**config.mk**
```make
export PLATFORM = sky130hd
export DESIGN_NAME = bus_err_monitor
export DESIGN_NICKNAME = d
export VERILOG_FILES = /design/src/rtl/bem_pkg.sv /design/src/rtl/bem_tracker.sv /design/src/rtl/bem_capture.sv /design/src/rtl/bem_regs.sv /design/src/rtl/bus_err_monitor.sv
export SDC_FILE = /design/constraint.sdc
export NUM_CORES = 1
export LEC_CHECK = 0
export BUFFER_PORTS_ARGS = -buffer_cell sky130_fd_sc_hd__clkbuf_2
export CORE_MARGIN = 2
export CORE_UTILIZATION = 25
export CTS_CLUSTER_DIAMETER = 200
export DETAILED_ROUTE_END_ITERATION = 16
export PLACE_DENSITY = 0.51
export SETUP_SLACK_MARGIN = 0.2
export SLEW_MARGIN = 20
export SYNTH_ARGS = -nofsm -noshare
export SYNTH_HDL_FRONTEND = slang
export SYNTH_SLANG_ARGS = --single-unit
```
**constraint.sdc**
```tcl
create_clock -name clk -period 4.3 [get_ports clk]
set_clock_uncertainty 0.05 [all_clocks]
set_input_delay 0.43 -clock clk [delete_from_list [all_inputs] [get_ports clk]]
set_output_delay 0.43 -clock clk [all_outputs]
set_load 0.01 [all_outputs]
```
**src/rtl/bem_pkg.sv**
```systemverilog
package bem_pkg;
    typedef enum logic {TRK_IDLE, TRK_WAIT} trk_state_e;
    typedef enum logic {CAP_ARMED, CAP_HELD} cap_state_e;

    localparam logic [1:0] ADDR_CTRL  = 2'd0;
    localparam logic [1:0] ADDR_LIMIT = 2'd1;
    localparam logic [1:0] ADDR_STAT1 = 2'd2;
    localparam logic [1:0] ADDR_STAT2 = 2'd3;

    localparam int unsigned CTRL_EN_BIT  = 0;
    localparam int unsigned CTRL_CLR_BIT = 1;
    localparam int unsigned TO_FIELD_LSB = 8;
    localparam int unsigned MST_STRIDE   = 4;
endpackage

```
**src/rtl/bem_tracker.sv**
```systemverilog
module bem_tracker
    import bem_pkg::*;
#(
    parameter int unsigned MW   = 2,
    parameter int unsigned TO_W = 16
) (
    input  logic            clk,
    input  logic            rst_n,
    input  logic            req,
    input  logic            hit,
    input  logic            ack,
    input  logic [MW-1:0]   mst,
    input  logic [TO_W-1:0] limit,
    output logic            err_ill,
    output logic            err_to,
    output logic [MW-1:0]   err_mst
);
    localparam logic [TO_W-1:0] ONE = TO_W'(1);

    trk_state_e      state_q, state_d;
    logic [TO_W-1:0] cnt_q, cnt_d;
    logic [MW-1:0]   mst_q;

    // state register
    always_ff @(posedge clk or negedge rst_n) begin
        if (!rst_n) begin
            state_q <= TRK_IDLE;
            cnt_q   <= '0;
            mst_q   <= '0;
        end else begin
            state_q <= state_d;
            cnt_q   <= cnt_d;
            if (req) mst_q <= mst;
        end
    end

    // outputs
    always_comb begin
        err_ill = req & ~hit;
        err_to  = (state_q == TRK_WAIT) && !req && !ack &&
                  (limit != '0) && (cnt_q >= limit - ONE);
        err_mst = req ? mst : mst_q;
    end

    // next state
    always_comb begin
        state_d = state_q;
        cnt_d   = cnt_q;
        unique case (state_q)
            TRK_IDLE: begin
                if (req && hit && !ack) begin
                    state_d = TRK_WAIT;
                    cnt_d   = '0;
                end
            end
            TRK_WAIT: begin
                if (req) begin
                    if (hit && !ack) cnt_d = '0;
                    else             state_d = TRK_IDLE;
                end else if (ack || err_to) begin
                    state_d = TRK_IDLE;
                end else begin
                    cnt_d = cnt_q + ONE;
                end
            end
            default: state_d = TRK_IDLE;
        endcase
    end

    // a timeout always closes the access
    p_idle_after_to_r2: assert property (@(posedge clk) disable iff (!rst_n)
        err_to |=> (state_q == TRK_IDLE));
endmodule

```
**src/rtl/bem_capture.sv**
```systemverilog
module bem_capture
    import bem_pkg::*;
#(
    parameter int unsigned NB = 2,
    parameter int unsigned MW = 2
) (
    input  logic             clk,
    input  logic             rst_n,
    input  logic             clr,
    input  logic [NB-1:0]    err_ill,
    input  logic [NB-1:0]    err_to,
    input  logic [NB*MW-1:0] err_mst,
    output logic [NB-1:0]    ill_q,
    output logic [NB-1:0]    to_q,
    output logic [NB*MW-1:0] mst_q,
    output logic             held
);
    cap_state_e       state_q, state_d;
    logic             any_err;
    logic [NB*MW-1:0] mst_mask;

    assign any_err = |{err_ill, err_to};

    generate
        for (genvar b = 0; b < NB; b++) begin : g_mask
            assign mst_mask[b*MW +: MW] = (err_ill[b] | err_to[b]) ?
                                          err_mst[b*MW +: MW] : '0;
        end
    endgenerate

    // next state
    always_comb begin
        state_d = state_q;
        unique case (state_q)
            CAP_ARMED: if (!clr && any_err) state_d = CAP_HELD;
            CAP_HELD:  if (clr)             state_d = CAP_ARMED;
            default:   state_d = CAP_ARMED;
        endcase
    end

    // state register and record
    always_ff @(posedge clk or negedge rst_n) begin
        if (!rst_n) begin
            state_q <= CAP_ARMED;
            ill_q   <= '0;
            to_q    <= '0;
            mst_q   <= '0;
        end else begin
            state_q <= state_d;
            if (clr) begin
                ill_q <= '0;
                to_q  <= '0;
                mst_q <= '0;
            end else if (state_q == CAP_ARMED && any_err) begin
                ill_q <= err_ill;
                to_q  <= err_to;
                mst_q <= mst_mask;
            end
        end
    end

    // outputs
    always_comb held = (state_q == CAP_HELD);

    // an unselected strobe while armed is captured
    p_ill_cap_r1: assert property (@(posedge clk) disable iff (!rst_n)
        (state_q == CAP_ARMED && !clr && |err_ill) |=> held);
    // a held record does not move without a clear
    p_hold_r5: assert property (@(posedge clk) disable iff (!rst_n)
        (held && !clr) |=> ($stable(ill_q) && $stable(to_q) && $stable(mst_q)));
    // a clear always leaves an empty record
    p_clr_wins_r8: assert property (@(posedge clk) disable iff (!rst_n)
        clr |=> (ill_q == '0 && to_q == '0 && !held));
    // the held state and a nonzero record go together
    p_held_bits_r6: assert property (@(posedge clk) disable iff (!rst_n)
        held == (|{ill_q, to_q}));
endmodule

```
**src/rtl/bem_regs.sv**
```systemverilog
module bem_regs
    import bem_pkg::*;
#(
    parameter int unsigned     NB        = 2,
    parameter int unsigned     MW        = 2,
    parameter int unsigned     TO_W      = 16,
    parameter logic [TO_W-1:0] LIMIT_RST = TO_W'(64)
) (
    input  logic             clk,
    input  logic             rst_n,
    input  logic [1:0]       reg_addr,
    input  logic             reg_we,
    input  logic [31:0]      reg_wdata,
    input  logic [NB-1:0]    ill,
    input  logic [NB-1:0]    to,
    input  logic [NB*MW-1:0] mst,
    output logic [31:0]      reg_rdata,
    output logic             en,
    output logic [TO_W-1:0]  limit,
    output logic             clr
);
    logic [31:0] stat1, stat2;

    assign clr = reg_we && (reg_addr == ADDR_CTRL) && reg_wdata[CTRL_CLR_BIT];

    always_ff @(posedge clk or negedge rst_n) begin
        if (!rst_n) begin
            en    <= 1'b0;
            limit <= LIMIT_RST;
        end else if (reg_we) begin
            if (reg_addr == ADDR_CTRL)  en    <= reg_wdata[CTRL_EN_BIT];
            if (reg_addr == ADDR_LIMIT) limit <= reg_wdata[TO_W-1:0];
        end
    end

    always_comb begin
        stat1 = 32'(ill) | (32'(to) << TO_FIELD_LSB);
        stat2 = '0;
        for (int b = 0; b < NB; b++)
            stat2[b*MST_STRIDE +: MW] = mst[b*MW +: MW];
    end

    always_comb begin
        unique case (reg_addr)
            ADDR_CTRL:  reg_rdata = 32'(en);
            ADDR_LIMIT: reg_rdata = 32'(limit);
            ADDR_STAT1: reg_rdata = stat1;
            ADDR_STAT2: reg_rdata = stat2;
            default:    reg_rdata = '0;
        endcase
    end

    // the clear bit never reads back as 1
    p_clr_reads_zero_r7: assert property (@(posedge clk) disable iff (!rst_n)
        (reg_addr == ADDR_CTRL) |-> !reg_rdata[CTRL_CLR_BIT]);
endmodule

```
**src/rtl/bus_err_monitor.sv**
```systemverilog
module bus_err_monitor
    import bem_pkg::*;
#(
    parameter int unsigned     NB        = 2,
    parameter int unsigned     MW        = 2,
    parameter int unsigned     TO_W      = 16,
    parameter logic [TO_W-1:0] LIMIT_RST = TO_W'(64)
) (
    input  logic             clk,
    input  logic             rst_n,
    input  logic [NB-1:0]    bus_req,
    input  logic [NB-1:0]    bus_hit,
    input  logic [NB-1:0]    bus_ack,
    input  logic [NB*MW-1:0] bus_mst,
    input  logic [1:0]       reg_addr,
    input  logic             reg_we,
    input  logic [31:0]      reg_wdata,
    output logic [31:0]      reg_rdata,
    output logic             irq
);
    logic [NB-1:0]    err_ill, err_to, ill_q, to_q;
    logic [NB*MW-1:0] err_mst, mst_q;
    logic             en, clr, held;
    logic [TO_W-1:0]  limit;

    generate
        for (genvar b = 0; b < NB; b++) begin : g_bus
            bem_tracker #(.MW(MW), .TO_W(TO_W)) u_trk (
                .clk     (clk),
                .rst_n   (rst_n),
                .req     (bus_req[b]),
                .hit     (bus_hit[b]),
                .ack     (bus_ack[b]),
                .mst     (bus_mst[b*MW +: MW]),
                .limit   (limit),
                .err_ill (err_ill[b]),
                .err_to  (err_to[b]),
                .err_mst (err_mst[b*MW +: MW])
            );
        end
    endgenerate

    bem_capture #(.NB(NB), .MW(MW)) u_cap (
        .clk     (clk),
        .rst_n   (rst_n),
        .clr     (clr),
        .err_ill (err_ill),
        .err_to  (err_to),
        .err_mst (err_mst),
        .ill_q   (ill_q),
        .to_q    (to_q),
        .mst_q   (mst_q),
        .held    (held)
    );

    bem_regs #(.NB(NB), .MW(MW), .TO_W(TO_W), .LIMIT_RST(LIMIT_RST)) u_regs (
        .clk       (clk),
        .rst_n     (rst_n),
        .reg_addr  (reg_addr),
        .reg_we    (reg_we),
        .reg_wdata (reg_wdata),
        .ill       (ill_q),
        .to        (to_q),
        .mst       (mst_q),
        .reg_rdata (reg_rdata),
        .en        (en),
        .limit     (limit),
        .clr       (clr)
    );

    assign irq = en & held;

    // interrupt follows enable and recorded faults
    p_irq_level_r9: assert property (@(posedge clk) disable iff (!rst_n)
        irq == (en && (|{ill_q, to_q})));
endmodule

```
==> metrics.md <==
| Metric | Value |
|---|---|
| Global-route wire length before repair | a little under 20,000 µm |
| CP max stage delay | 0.50 ns |
| Layout Cells excl Fill | ~800 |
| Die area | 19,310 µm² |
| Synth Flop Type | dfrtp_1 |
| Row count | slightly below 50 |
| Simple-Gate Fraction of Synth Area | 23.98% |
| Slew headroom | between 40% and 50% |
| Antenna violations before repair | 0 |
| Area growth, synth to finish | 23.08% |
| Iteration-0 DRC count of the detailed router | 216 |
| # DRC | 0 |
| Syn Inst Count | between 400 and 500 |
| Placed cell areas | slightly above 5000 µm² |
| Multiplexer area fraction after synthesis | ~8.4% |
| Type of the worst min-delay path | in -> async |
| Buffer and inverter count on the worst path | 2 |
| Count of input and output buffers | 47 |
| Clock buffer depth | 2 |
| Top post-synthesis cells by area | dfrtp_1 35%, ha_1 8.5%, mux2_2 5.4% |
| Pwr Total | between 0.0015 and 0.002 W |
| CTS Sinks | between 60 and 70 |
| Reg2reg path depth | 15 |
| Place WS | between 0.09 and 0.1 ns |
| Total Neg Setup Slack | 0 ns |
| Max Clk Rate | roughly 250 MHz |
| Vias post-DR | roughly 4,000 |
| Adder-cell share of the synthesized area | under 10% |
| Req. time, crit path | roughly 4.5 ns |
| Clock transition at the registers of the reported paths | ~0.050 ns |
| Vias/cell | about 5 |
| Vias in the first global route | about 3,800 |
| TritonRoute pass-1 iters | 4 |
| Post-synthesis sequential element count | 64 |
| Register area share after synthesis | about a third |
| Post-synth ARST share | 100.0% |
| WL final | around 12,000 µm |
| Dominant cell type by area after synthesis | dfrtp_1 |
| WP data arrival | roughly 4.2 ns |
| Final Setup Violations | 0 |
| Final worst path period share | between 90% and 100% |
| Max FO, Critical Path | 3 |
| Design Area, Final | 5605 µm² |
| CP delay by family, top | simple AND/OR/NAND/NOR gates |
| NumNets Final | 629 |
| Clk root buf | clkbuf_16 |
| H-tree depth | 3 |
| Placed insts | roughly 760 |
| Diodes inserted | 0 |
| Worst reg2reg setup slack | around 0.28 ns |
| Largest family of logic cells by synthesized area | simple AND/OR/NAND/NOR gates |
| Compound-Gate Fraction of Synth Area | a little over an eighth |
| CTS tree | built |
| Num ports | 80 |
| Final WS setup | 0.2838 ns |
| Initial cell density of the core | between 20% and 30% |
| Least-Margin Pin Slew | about 0.8 ns |
| Die Height | 139.0 µm |
| Post-DP HPWL | around 9000 µm |
| Die span in x | approximately 140 µm |
| Power per Cell Area | around 330 nW/µm² |
| Post-Synth XOR/XNOR Area | 4.231% |
| Synth warn | 0 |
| Slowest cell on crit path | or4b_4 |
| Status | complete, no violations |
| Largest net degree at the start of global routing | 37 |
| Post-CTS Hold Buffers | 0 |
| Core area | around 18,000 µm² |
| Skew-Pair Late Insertion Delay | between 0.3 and 0.4 ns |
| Post-DRT Antenna Nets | 0 |
| Number of buffers created by CTS | 9 |
| Layout cells sized above 1 | between 20 and 30% |
| Routability cong. | 0.8783 |
| Leakage power | about 2.5 nW |
| Final Slew Violations | 0 |
| CP Cell Sequence | inv_2, ha_4, or4b_4, or4b_4, or3_4, xor2_4, ha_4, and4_1, nand2_2, a211o_1, o31ai_2, nor3_1, buf_4, nor2_4, mux2_1 |
| Number of fillers in the final layout | ~1,900 |
| CP Capture Type | flip-flop |
| R2r endpoint | g_bus[0].u_trk.cnt_q[0] |
| All-Layer GR Usage | about an eighth |
| Grt ovf | 0 |
| Routed WL per cell | 15.30 µm |
| Synth unique cells | between 60 and 70 |
| Peak VDD IR | between 0.00015 and 0.0002 V |
| Max-cap violations | 0 |
| Mean post-synth cell area | between 9 and 10 µm² |
| Min cycle time layout | between 4 and 5 ns |
| Post-synth EDFFs | 0 |
| Worst reg2reg path startpoint | u_regs.limit[0] |
| RSZ-0062 raised after global routing | yes |
| CP Launch Type | flip-flop |
| Mapped Area | between 4000 and 5000 µm² |
| Critical path class | reg -> reg |
| Synth top area share | between 30 and 40% |
| Final-report hold violation count | 0 |
==> routing by layer <==
metal  track usage, %  part of all wire [%]  vias up
met4            3.721                   1.2        0
li1                 -                     -     1879
met2            19.34                    44      114
met5                0                     0        -
met1            17.72                    50     1900
met3            3.039                   4.8       12
==> power breakdown <==
part           internal, W  switching (W)  leakage (nW)
Combinational     0.000204       0.000232          1.55
Sequential        0.000656      0.0000594         0.821
Clock             0.000434       0.000266         0.145
==> worst register-to-register path, cell delays in order (launching register included) <==
cell     delay (ns)
dfrtp_1        0.38
inv_2          0.08
ha_4           0.12
or4b_4         0.48
or4b_4         0.50
or3_4          0.37
xor2_4         0.18
ha_4           0.28
and4_1         0.18
nand2_2        0.06
a211o_1        0.29
o31ai_2        0.27
nor3_1         0.07
buf_4          0.16
nor2_4         0.10
mux2_1         0.32
==> sequential cells by signal (all words and copies together), names as in the netlist <==
register / count
g_bus.u_trk.mst_q: 4
u_cap.held: 1
u_cap.ill_q: 2
g_bus.u_trk.cnt_q: 32
u_regs.en: 1
u_cap.mst_q: 4
u_cap.to_q: 2
u_regs.limit: 16
g_bus.u_trk.state_q: 2
==> worst max path at each step <==
stage                               start                  endpoint  slack (ns)  depth (start not counted)
after floorplan           u_regs.limit[0]            u_cap.mst_q[2]        0.26                         15
after global placement    u_regs.limit[0]            u_cap.mst_q[3]        0.16                         13
after detailed placement  u_regs.limit[0]             u_cap.to_q[0]        0.09                         15
after CTS                 u_regs.limit[1]  g_bus[0].u_trk.cnt_q[12]        0.21                         15
after global routing      u_regs.limit[0]  g_bus[0].u_trk.cnt_q[12]        0.17                         15
final                     u_regs.limit[0]   g_bus[0].u_trk.cnt_q[0]        0.28                         15
==> Yosys cell counts (all sizes together), types with 3 or more instances <==
library cell	count
buf	24
nand3	12
dfrtp	63
and4	5
and3	8
nand2b	13
a22o	3
mux2i	10
nor4	10
o21a	4
o31a	4
a211o	3
nor2	22
mux2	23
a31oi	6
and2	14
or4	11
nand2	43
xor2	7
o21ai	16
nor2b	6
a21o	5
or3	8
clkbuf	11
o31ai	11
ha	31
nand4	17
xnor2	15
a21oi	25
a31o	3
nor3	6
inv	18
==> layout make-up <==
type / count / area, µm² / share of cell area, %
tap: 229 / 286.5 / 5.112
inverter: 18 / 67.56 / 1.205
sequential: 64 / 1603 / 28.59
multi-input combinational: 378 / 2877 / 51.32
clock inverter: 3 / 15.01 / 0.2679
timing repair buffer: 80 / 486.7 / 8.683
clock buffer: 13 / 270.3 / 4.821
==> cell families after synthesis <==
family / count (synthesis)
adders and majority gates: 31
xor gates and xnor gates: 22
buffers and inverters: 53
and+or+nand+nor: 185
other: 1
DFF: 64
muxes: 34
AOI/OAI and AO/OA: 89
==> cells in the final DEF (no fill, tap or decap), types with 8 or more instances in the layout <==
cell type | netlist | routed
and3_1 | 8 | 8
nand3_1 | 9 | 9
ha_1 | 31 | 28
o21ai_0 | 14 | 14
inv_1 | 18 | 16
mux2i_1 | 10 | 10
buf_4 | 16 | 32
clkbuf_2 | 0 | 46
mux2_2 | 22 | 22
a21oi_1 | 25 | 24
nor2_1 | 21 | 19
clkbuf_16 | 0 | 9
dfrtp_1 | 63 | 63
conb_1 | 1 | 16
xnor2_1 | 15 | 15
o31ai_1 | 11 | 10
nand2_1 | 42 | 42
nand4_1 | 16 | 16
nand2b_1 | 13 | 13
and2_1 | 14 | 14
==> through the flow <==
stage	hold WS, ns	util (%)
5_1_grt	0.1600	31.31
2_1_floorplan	0.08441	-
4_1_cts	0.1308	30.48
3_5_place_dp	0.4350	28.60
3_3_place_gp	0.4358	28.60
6_report	0.1159	31.31
==> what timing repair did <==
action | 4_1_cts | 5_1_grt
gates cloned | 0 | 1
pin swaps | 8 | 6
gates resized for setup | 5 | 19
setup buffers | 4 | 5
setup endpoints to repair | 21 | 32
No activity file was read; power rests on OpenSTA's default activity.
